==> src/rtl/hecc_pkg.sv <==
package hecc_pkg;

  localparam int DATA_W = 6;
  localparam int HI_W   = 3;
  localparam int LO_W   = DATA_W - HI_W;
  localparam int SYM_W  = 4;
  localparam int NSYM   = 3;
  localparam int OUT_W  = SYM_W * NSYM;
  localparam int RADIX  = 3;
  localparam int GRP_W  = 2;

  typedef logic [GRP_W-1:0] grp_t;
  typedef logic [SYM_W-1:0] sym_t;
  typedef logic [HI_W-1:0]  hi_t;

  typedef struct packed {
    grp_t first;
    grp_t second;
  } grp_pair_t;

  // Radix-3 split of the upper field: quotient and remainder.
  function automatic grp_pair_t split_hi(input hi_t v);
    grp_pair_t r;
    logic [HI_W-1:0] q;
    q = v / HI_W'(RADIX);
    r.first  = grp_t'(q);
    r.second = grp_t'(v - q * HI_W'(RADIX));
    return r;
  endfunction

  // Modular addition of two group numbers.
  function automatic grp_t add_mod3(input grp_t a, input grp_t b);
    logic [GRP_W:0] s;
    s = {1'b0, a} + {1'b0, b};
    if (s >= (GRP_W+1)'(RADIX)) s = s - (GRP_W+1)'(RADIX);
    return grp_t'(s);
  endfunction

  // Member 0 of each group; member 1 is its bitwise complement.
  function automatic sym_t base_word(input grp_t g);
    case (g)
      2'd0:    return 4'b0011;
      2'd1:    return 4'b0101;
      2'd2:    return 4'b0110;
      default: return 4'b0000;
    endcase
  endfunction

  function automatic sym_t pick_word(input grp_t g, input logic member);
    sym_t w;
    w = base_word(g);
    return member ? ~w : w;
  endfunction

endpackage

==> src/rtl/hecc_group_split.sv <==
module hecc_group_split
  import hecc_pkg::*;
(
  input  hi_t  hi_bits,
  output grp_t grp_a,
  output grp_t grp_b
);
  grp_pair_t pair;

  always_comb begin
    pair  = split_hi(hi_bits);
    grp_a = pair.first;
    grp_b = pair.second;
  end
endmodule

==> src/rtl/hecc_check_sum.sv <==
module hecc_check_sum
  import hecc_pkg::*;
(
  input  grp_t grp_a,
  input  grp_t grp_b,
  output grp_t grp_chk
);
  always_comb grp_chk = add_mod3(grp_a, grp_b);
endmodule

==> src/rtl/hecc_member_map.sv <==
module hecc_member_map
  import hecc_pkg::*;
(
  input  grp_t grp,
  input  logic member,
  output sym_t word
);
  always_comb word = pick_word(grp, member);
endmodule

==> src/rtl/hecc_encoder.sv <==
module hecc_encoder
  import hecc_pkg::*;
(
  input  logic              clk,
  input  logic              rst,
  input  logic              in_vld,
  input  logic [DATA_W-1:0] in_data,
  output logic              out_vld,
  output logic [OUT_W-1:0]  out_word
);

  // Named internal events, visible to the bound checker.
  grp_t grp_a;
  grp_t grp_b;
  grp_t grp_chk;
  logic load_en;
  logic [OUT_W-1:0] next_word;

  grp_t grp_vec [NSYM];

  hecc_group_split u_split (
    .hi_bits (in_data[DATA_W-1 -: HI_W]),
    .grp_a   (grp_a),
    .grp_b   (grp_b)
  );

  hecc_check_sum u_sum (
    .grp_a   (grp_a),
    .grp_b   (grp_b),
    .grp_chk (grp_chk)
  );

  assign grp_vec[0] = grp_a;
  assign grp_vec[1] = grp_b;
  assign grp_vec[2] = grp_chk;

  for (genvar i = 0; i < NSYM; i++) begin : g_sym
    sym_t w;
    hecc_member_map u_map (
      .grp    (grp_vec[i]),
      .member (in_data[LO_W-1-i]),
      .word   (w)
    );
    assign next_word[OUT_W-1-i*SYM_W -: SYM_W] = w;
  end

  assign load_en = in_vld;

  always_ff @(posedge clk) begin
    if (rst) begin
      out_vld  <= 1'b0;
      out_word <= '0;
    end else begin
      out_vld <= in_vld;
      if (load_en) out_word <= next_word;
    end
  end

endmodule

==> config.mk <==
export PLATFORM = sky130hd
export DESIGN_NAME = hecc_encoder
export DESIGN_NICKNAME = d
export VERILOG_FILES = /design/src/rtl/hecc_pkg.sv /design/src/rtl/hecc_group_split.sv /design/src/rtl/hecc_check_sum.sv /design/src/rtl/hecc_member_map.sv /design/src/rtl/hecc_encoder.sv
export SDC_FILE = /design/constraint.sdc
export NUM_CORES = 1
export LEC_CHECK = 0
export ABC_CLOCK_PERIOD_IN_PS = 5000
export BUFFER_PORTS_ARGS = -buffer_cell sky130_fd_sc_hd__buf_2
export CORE_MARGIN = 2
export CORE_UTILIZATION = 52
export CTS_BUF_LIST = sky130_fd_sc_hd__clkbuf_16
export DETAILED_ROUTE_END_ITERATION = 6
export GPL_ROUTABILITY_DRIVEN = 0
export PLACE_DENSITY = 0.77
export REMOVE_ABC_BUFFERS = 1
export SKIP_CTS_REPAIR_TIMING = 1
export SYNTH_ARGS = -nofsm -noshare
export SYNTH_HDL_FRONTEND = slang
export SYNTH_SLANG_ARGS = --single-unit
==> constraint.sdc <==
create_clock -name clk -period 5 [get_ports clk]
set_clock_uncertainty 0.1 [all_clocks]
set_input_delay 1.5 -clock clk [delete_from_list [all_inputs] [get_ports clk]]
set_output_delay 1.5 -clock clk [all_outputs]
set_load 0.05 [all_outputs]
; ---- Yosys cells after proc, flatten, opt, wreduce, memory -nomap -nowiden
; Index checks and enable logic that the tools add are counted.
[op_classes]
n_lt_le_gt_ge = 1
mul = 1
div = 1
n_eq_ne = 6
n_mux = 7
reduce_logical = 3
addsub = 3
n_bitwise = 3
[ops]
columns = op, count
row1 = $pmux W3 S3, 3
row2 = $mux W4, 3
row3 = $not A3 Y4, 3
row4 = $eq A2 B1 Y1 const B, 3
row5 = $eq A2 B2 Y1 const B, 3
row6 = $logic_not A2 Y1, 3
row7 = $add A2 B2 Y3, 1
row8 = $div A3 B2 Y3 const B, 1
row9 = $ge A3 B2 Y1 const B, 1
row10 = $mul A3 B2 Y2 const B, 1
row11 = $mux W2, 1
row12 = $sub A2 B2 Y2, 1
row13 = $sub A2 B2 Y2 const B, 1
[totals]
wordCells = 27
output_inout_bits = 13
ff_bits = 13

; ---- Logic depth before layout (Yosys ltp)
; Gate-level depths: netlist of the first run.
[logic_depth]
depth_word = 10
ltp_mapped = 16
mapped_depth_nobuf = 16

; ---- Hierarchy
; From an unflattened synthesis of the first run, not the netlist that was laid out.
[unflattened]
hier_cells = 102
hier_area_um2 = 998.5
[modules_own_cells]
columns = module, area_each_um2, cells_per_inst, instances
row1 = hecc_encoder, 467.9, 41, 1
row2 = hecc_member_map, 106.4, 12, 3
row3 = hecc_group_split, 118.9, 14, 1
row4 = hecc_check_sum, 92.6, 11, 1

; ---- Worst setup path before layout of the first run
; No wires, ideal clock.
[synth_path]
path_type = input to register
from = in in_data[4]
to = reg out_word[0]
setup_ns = 0.091
stages = 15
slack_ns = 0.363
n_path_buf = 0
t_required_ns = 4.809
arrival_ns = 4.446
cell_sequence = nand2b_1 > o21ai_0 > ha_1 > xnor2_1 > inv_1 > ha_1 > ha_1 > ha_1 > or2_2 > nor3_1 > o22ai_1 > ha_1 > nor2_1 > o21ai_0 > a311oi_1
[synth_via]
elab_chain_len = 10
elab_cells_between_ends = 13
cone_classes = 3 x add/sub / 1 x mul / 1 x div / 1 x order compare / 2 x eq/ne / 3 x mux / 1 x bitwise / 1 x reduce/logical
[synth_lines]
columns = element, line_no
row1 = "start, declared", hecc_encoder.sv:7  ; input logic [DATA_W-1:0] in_data,
row2 = $div A3 B2 Y3, hecc_pkg.sv:25  ; q = v / HI_W'(RADIX);
row3 = $mul A3 B2 Y2, hecc_pkg.sv:27  ; r.second = grp_t'(v - q * HI_W'(RADIX));
row4 = $sub A2 B2 Y2, hecc_pkg.sv:27
row5 = $add A2 B2 Y3 *, hecc_pkg.sv:34  ; s = {1'b0, a} + {1'b0, b};
row6 = $ge A3 B2 Y1 / $sub A2 B2 Y2 (equally long branches), hecc_pkg.sv:35  ; if (s >= (GRP_W+1)'(RADIX)) s = s - (GRP_W+1)'(RADIX);
row7 = $mux W2 *, hecc_pkg.sv:35
row8 = "$eq A2 B2 Y1, or another cell as far along", hecc_pkg.sv:41  ; case (g)
row9 = $pmux W3 S3 *, hecc_pkg.sv:41
row10 = $not A3 Y4, hecc_pkg.sv:52  ; return member ? ~w : w;
row11 = $mux W4 *, hecc_pkg.sv:52
row12 = "end signal, assigned", hecc_encoder.sv:55  ; if (load_en) out_word <= next_word;
row13 = "end, declared", hecc_encoder.sv:9  ; output logic [OUT_W-1:0] out_word
; Mark *: on every way between the ends. The rest lies on a longest branch, timed or not.
; A chain may end at the register's enable or synchronous reset.

; ---- Final worst setup path of the first run
[layout_path]
from = in in_data[4]
to = reg out_word[2]
; Same word-level chain as after synthesis.

==> results.json, run 1 <==
{
  "final_max_slew_viol_count": 0,
  "design_power_total_uw": 479,
  "num_rows": 15,
  "worst_r2r_path_depth": 2,
  "holdCritStartpoint": "out_word[0]",
  "slew_headroom_pct": 76.3,
  "worstSkewPairLatency_ns": 0.24,
  "rsz0062_at_grt": "no",
  "post_synth.cell_area_avg_sq_um": 8.66,
  "ys_ff_latch": 13,
  "synth_cell_types": 35,
  "critPathLaunchType": "primary input",
  "multi_input_area_sq_um": 683,
  "setup_viol": 0,
  "stdcell_area_sq_mm": 0.00119,
  "syn_area_sq_um": 978,
  "grt_pass1_wl_um": 2940,
  "critPathMaxFanout": 8,
  "period_share_pct": 92.4,
  "ant_nets": 0,
  "p_leak_uw": 0.000560,
  "clk_pin_slew_ns": 0.04,
  "layout-drive-gt1-share_pct": 26.1,
  "drc_errors": 0,
  "seq_area_sq_um": 260,
  "antenna_found_initial": 0,
  "fmax_mhz": 216,
  "vias_per_cell": 5.34,
  "clock_path_buffers": 2,
  "cts_made_buffers": 3,
  "yosys.area.top_type": "dfxtp_1",
  "synthTopCellsByArea": "dfxtp_1 (27%), ha_1 (17%), mux2i_1 (7.2%)",
  "post_dp_cell_area_sq_mm": 0.00111,
  "place_ws_ns": -0.0228,
  "rr_endpoint": "out_word[2]",
  "track_usage_pct": 18.9,
  "end_kind": "flip-flop",
  "cts_tree": "done",
  "nets": 157,
  "r2r-start": "out_word[2]",
  "required_ns": 5.05,
  "powerDensity_mw_per_mm2": 401,
  "syn_inst": 113,
  "clkSinkCount": 13,
  "status": "finished, final reports clean",
  "dr.pass1.iters": 4,
  "die_x_um": 47.4,
  "drv_cap": 0,
  "io_buffers": 21,
  "ys_warn_count": 0,
  "grt_pass1_vias": 709,
  "netlist.area_leader.share_pct": 26.6,
  "num_antenna_cells": 0,
  "fin_ws_ns": 0.381,
  "routed_wl_um": 1900,
  "reg2reg_setup_slack_ns": 4.21,
  "holdPathStages": 2,
  "drt_iter0_drc": 7,
  "die_h_um": 47.4,
  "ys_seq_area_share_pct": 26.6,
  "cts_root_buffer": "clkbuf_16",
  "area_growth_pct": 21.9,
  "hold_viol_final": 0,
  "hpwl_um": 1460,
  "final_cells": 159,
  "critPathKind": "primary input to flip-flop",
  "hp-class": "flip-flop to flip-flop",
  "core_sq_mm": 0.00175,
  "fin_crit_ns": 4.62,
  "io_pins": 22,
  "grt_overflow": 0,
  "via_count": 849,
  "start_util_pct": 56.1,
  "wl_per_cell_um": 11.9,
  "dieArea_sq_mm": 0.00224,
  "fillCellCount": 150,
  "min_to": "out_word[0]",
  "crit_arrival_ns": 4.67,
  "grt_max_degree": 19,
  "worst_pin_slew_ns": 0.355,
  "htreeDepth": 1,
  "ir_drop_mv": 0.245,
  "dp_cells": 155
}
-- state kept, by name, indices dropped and copies added (netlist names) --
signal,count
out_vld,1
out_word,12
-- stage by stage --
stage          TNS [ns]  utilization (%)  hold slack (ns)
2_1_floorplan         0                -            0.594
3_3_place_gp          0             63.4            0.367
3_5_place_dp    -0.0228             63.4            0.375
4_1_cts               0             67.9            0.381
5_1_grt               0             68.3            0.411
6_report              0             68.3            0.379
-- cells by family after synthesis --
| kind of cell | share of synthesized area (%) |
|---|---|
| simple gates | 20.8 |
| compound gates | 14.6 |
| fa+ha+maj | 16.6 |
| flops | 26.6 |
| buf+inv | 4.35 |
| mux | 9.85 |
| xor+xnor | 7.16 |
-- synth_stat cells, drive strengths merged --
library cell and instances:
nor3 3, mux2 2, xnor2 8, nand4 1, o21ai 6, clkbuf 4
a311oi 2, o31a 1, or2 1, nand2 3, buf 2, o31ai 1
o22a 1, and2 2, nor4b 1, o311ai 1, nor2 17, o22ai 1
dfxtp 13, ha 13, inv 5, a21oi 1, nand3 2, mux2i 7
nand2b 5, nor2b 2, o211ai 1, a211oi 3, or3 3, o32ai 1
-- layout by cell type (no fill, tap or decap), types with 2 or more instances in the layout --
master	synthesis	final
a311oi_1	2	2
nor2b_1	2	2
dfxtp_1	13	13
ha_1	13	13
or3_1	2	2
nor2_1	17	16
buf_2	1	21
nand2b_1	5	5
xnor2_1	8	8
nand3_1	2	2
inv_1	5	6
nand2_1	3	3
clkbuf_16	0	3
a211oi_1	3	3
buf_4	0	2
nor3_1	3	2
o21ai_0	5	4
mux2i_1	7	7
-- worst max path at each step --
stage	start	to	slack (ns)	cells after the start
CTS	in_data[4]	out_word[0]	0.23	16
detailed placement	in_data[4]	out_word[0]	-0.02	16
floorplan	in_data[4]	out_word[0]	0.38	15
global placement	in_data[4]	out_word[0]	0.17	15
finish	in_data[4]	out_word[2]	0.38	16
global route	in_data[4]	out_word[0]	0.06	17
-- report_power, final --
part / total [uW] / internal [uW] / switching, uW
Combinational: 212 / 83.5 / 129
Sequential: 121 / 116 / 5.02
Clock: 146 / 105 / 40.5
-- cell type report --
type,count,area share [%]
multi-input cells,89,57.3
flip-flops and latches,13,21.8
repair buffers,23,10.1
clock buffers,3,6.30
well taps,25,2.62
inverters,5,1.57
clock inverters,1,0.315
-- critical path, stage by stage --
cell	delay, ns
buf_2	0.14
nand2b_1	0.17
nand3_1	0.08
o21ai_1	0.08
ha_1	0.29
xnor2_1	0.19
inv_1	0.12
ha_1	0.19
ha_1	0.35
ha_1	0.24
or2_2	0.32
nor3_2	0.19
o22a_1	0.16
ha_1	0.23
xnor2_1	0.14
a211oi_1	0.25
-- metal layers --
metal  share of wire [%]  vias up  wire, um  GRT usage [%]
li1                    -      436         -              -
met1                  46      390       878           23.1
met2                  49       21       940           31.1
met3                 3.1        2        58           2.31
met4                 1.2        0        22           11.7
met5                   0        -         0              0
Note: power is estimated with default switching activity, not from simulation.
==> run 2, diff against run 1 <==
CORE_UTILIZATION = 53   (was 52)
PLACE_DENSITY = 0.78   (was 0.77)
SKIP_LAST_GASP = 1   (was unset)
SYNTH_HIERARCHICAL = 1   (was unset)
==> run 2 against run 1 <==
Cell area is 2.8% lower; critical path depth is 1 higher; maximum frequency is 0.32% higher.
==> results.json, run 2 <==
{
  "status": "finished, final reports clean",
  "wl_per_cell_um": 11.2,
  "worstSkewPairLatency_ns": 0.24,
  "synth_cell_types": 23,
  "yosys.area.top_type": "dfxtp_1",
  "synth.most_common_cell": "ha_1",
  "top_register": "out_word",
  "track_usage_pct": 17.6,
  "core_sq_mm": 0.00175,
  "cts_tree": "done",
  "synth_ff_type": "dfxtp_1",
  "fin_ws_ns": 0.395,
  "grt_max_degree": 14,
  "die_h_um": 47.4,
  "worst_pin_slew_ns": 0.340,
  "ant_nets": 0,
  "grt_overflow": 0,
  "antenna_found_initial": 0,
  "clkSinkCount": 13,
  "htreeDepth": 1,
  "dp_cells": 143,
  "critPathMaxFanout": 9,
  "ys_ff_latch": 13,
  "synthTopCellsByArea": "dfxtp_1 (26%), ha_1 (20%), mux2i_1 (13%)",
  "layout_common_cells": "buf_2 (21), ha_1 (16), mux2i_1 (13), nor2_1 (13), dfxtp_1 (13)",
  "ys_top_cells_by_count": "ha_1 (16), dfxtp_1 (13), mux2i_1 (13), nor2_1 (13), inv_1 (10)",
  "final_cells": 147,
  "synthArstFlopShare_pct": 0,
  "dieArea_sq_mm": 0.00225,
  "place_ws_ns": 0.112,
  "nets": 149,
  "final_max_slew_viol_count": 0,
  "ys_warn_count": 6,
  "io_pins": 22,
  "final_common_cell": "buf_2",
  "syn_inst": 102,
  "fillCellCount": 148,
  "critPathLaunchType": "primary input",
  "netlist.area_leader.share_pct": 26.1,
  "start_util_pct": 57.2,
  "top_regs": "out_word x12, out_vld x1",
  "dr.pass1.iters": 4,
  "hold_viol_final": 0,
  "layout-drive-gt1-share_pct": 23.8,
  "end_kind": "flip-flop",
  "num_antenna_cells": 0,
  "fin_crit_ns": 4.60,
  "grt_pass1_wl_um": 2700,
  "routed_wl_um": 1650,
  "io_buffers": 21,
  "fin_setup_tns_ns": 0,
  "cts_root_buffer": "clkbuf_16",
  "vias_per_cell": 4.84,
  "ir_drop_mv": 0.405,
  "crit_arrival_ns": 4.63,
  "drv_cap": 0,
  "cts_made_buffers": 3,
  "hpwl_um": 1290,
  "slew_headroom_pct": 76.7,
  "die_x_um": 47.4,
  "rsz0062_at_grt": "no",
  "critPathKind": "primary input to flip-flop",
  "num_rows": 15,
  "post_synth.cell_area_avg_sq_um": 9.79,
  "drc_errors": 0,
  "synth-edff-count": 0,
  "p_leak_uw": 0.000613,
  "area_growth_pct": 16.0,
  "largest_register_ffs": 12,
  "required_ns": 5.03,
  "drt_iter0_drc": 10,
  "design_power_total_uw": 553,
  "grt_pass1_vias": 685,
  "ys_seq_area_share_pct": 26.1,
  "powerDensity_mw_per_mm2": 477,
  "clk_pin_slew_ns": 0.04,
  "hp-class": "flip-flop to flip-flop",
  "syn_area_sq_um": 998,
  "via_count": 712,
  "fmax_mhz": 217,
  "clock_path_buffers": 2,
  "period_share_pct": 92.1,
  "setup_viol": 0
}
[run 2: cell types whose count changed in the layout (fill, tap and decap cells not counted), moves of 2 or more]
cell      previous run  this run
xor2_1               0         4
nor3_1               2         0
a311oi_1             2         0
o21bai_1             0         6
nand2b_1             5         0
nand2_1              3         1
nand3_1              2         0
or3_1                2         0
o21ai_0              4         0
a211oi_1             3         0
mux2i_1              7        13
nor2_1              16        13
inv_1                6        11
ha_1                13        16
[run 2: routing by layer]
metal  wire [um]  track usage [%]
met1         684             18.0
met5           0                0
met3          96             6.92
met4          28             8.33
met2         844             31.1
[run 2: final timing paths]
check              start           to  slack [ns]  cells after the start
max           in_data[4]  out_word[2]        0.40                     17
min          out_word[5]  out_word[5]        0.39                      2
max reg2reg  out_word[8]  out_word[8]        4.25                      2
min reg2reg  out_word[5]  out_word[5]        0.39                      2
[run 2: critical path: stages]
cell and delay [ns]:
buf_2 0.15, xnor2_1 0.16, a21o_1 0.19, ha_1 0.28, xor2_1 0.20, ha_1 0.17, inv_1 0.05, fa_1 0.51
inv_1 0.05, ha_1 0.19, nand3b_1 0.19, a21oi_1 0.22, inv_1 0.10, ha_1 0.32, xor2_1 0.16, mux2i_1 0.14
nor2_1 0.05
[run 2: through the flow]
| stage | hold WS [ns] | area, sq um | util (%) |
|---|---|---|---|
| 6_report | 0.388 | 1160 | 66.4 |
| 3_5_place_dp | 0.378 | 1080 | 61.9 |
| 2_1_floorplan | 0.633 | 928 | - |
| 5_1_grt | 0.425 | 1160 | 66.4 |
| 4_1_cts | 0.388 | 1160 | 66.4 |
| 3_3_place_gp | 0.367 | 1080 | 61.9 |
[run 2: area by class of cell]
class / count / area, sq um / area share [%]
well taps: 25 / 31.3 / 2.70
clock buffers: 3 / 75.1 / 6.48
clock inverters: 1 / 3.75 / 0.324
flip-flops and latches: 13 / 260 / 22.5
inverters: 10 / 37.5 / 3.24
multi-input cells: 72 / 631 / 54.4
repair buffers: 23 / 120 / 10.4
[run 2: logic make-up after synthesis]
| group | after synthesis | synth area share (%) |
|---|---|---|
| AO/OA/AOI/OAI | 10 | 7.02 |
| adder cells (fa/ha/maj) | 18 | 23.2 |
| buffers and inverters | 17 | 10.8 |
| XOR/XNOR | 12 | 10.5 |
| AND/OR/NAND/NOR | 19 | 9.40 |
| flip-flops | 13 | 26.1 |
| multiplexers | 13 | 13.0 |
[run 2: power breakdown]
group	internal, uW	switching [uW]
combinational	106	167
clock	105	42.7
sequential	123	9.21
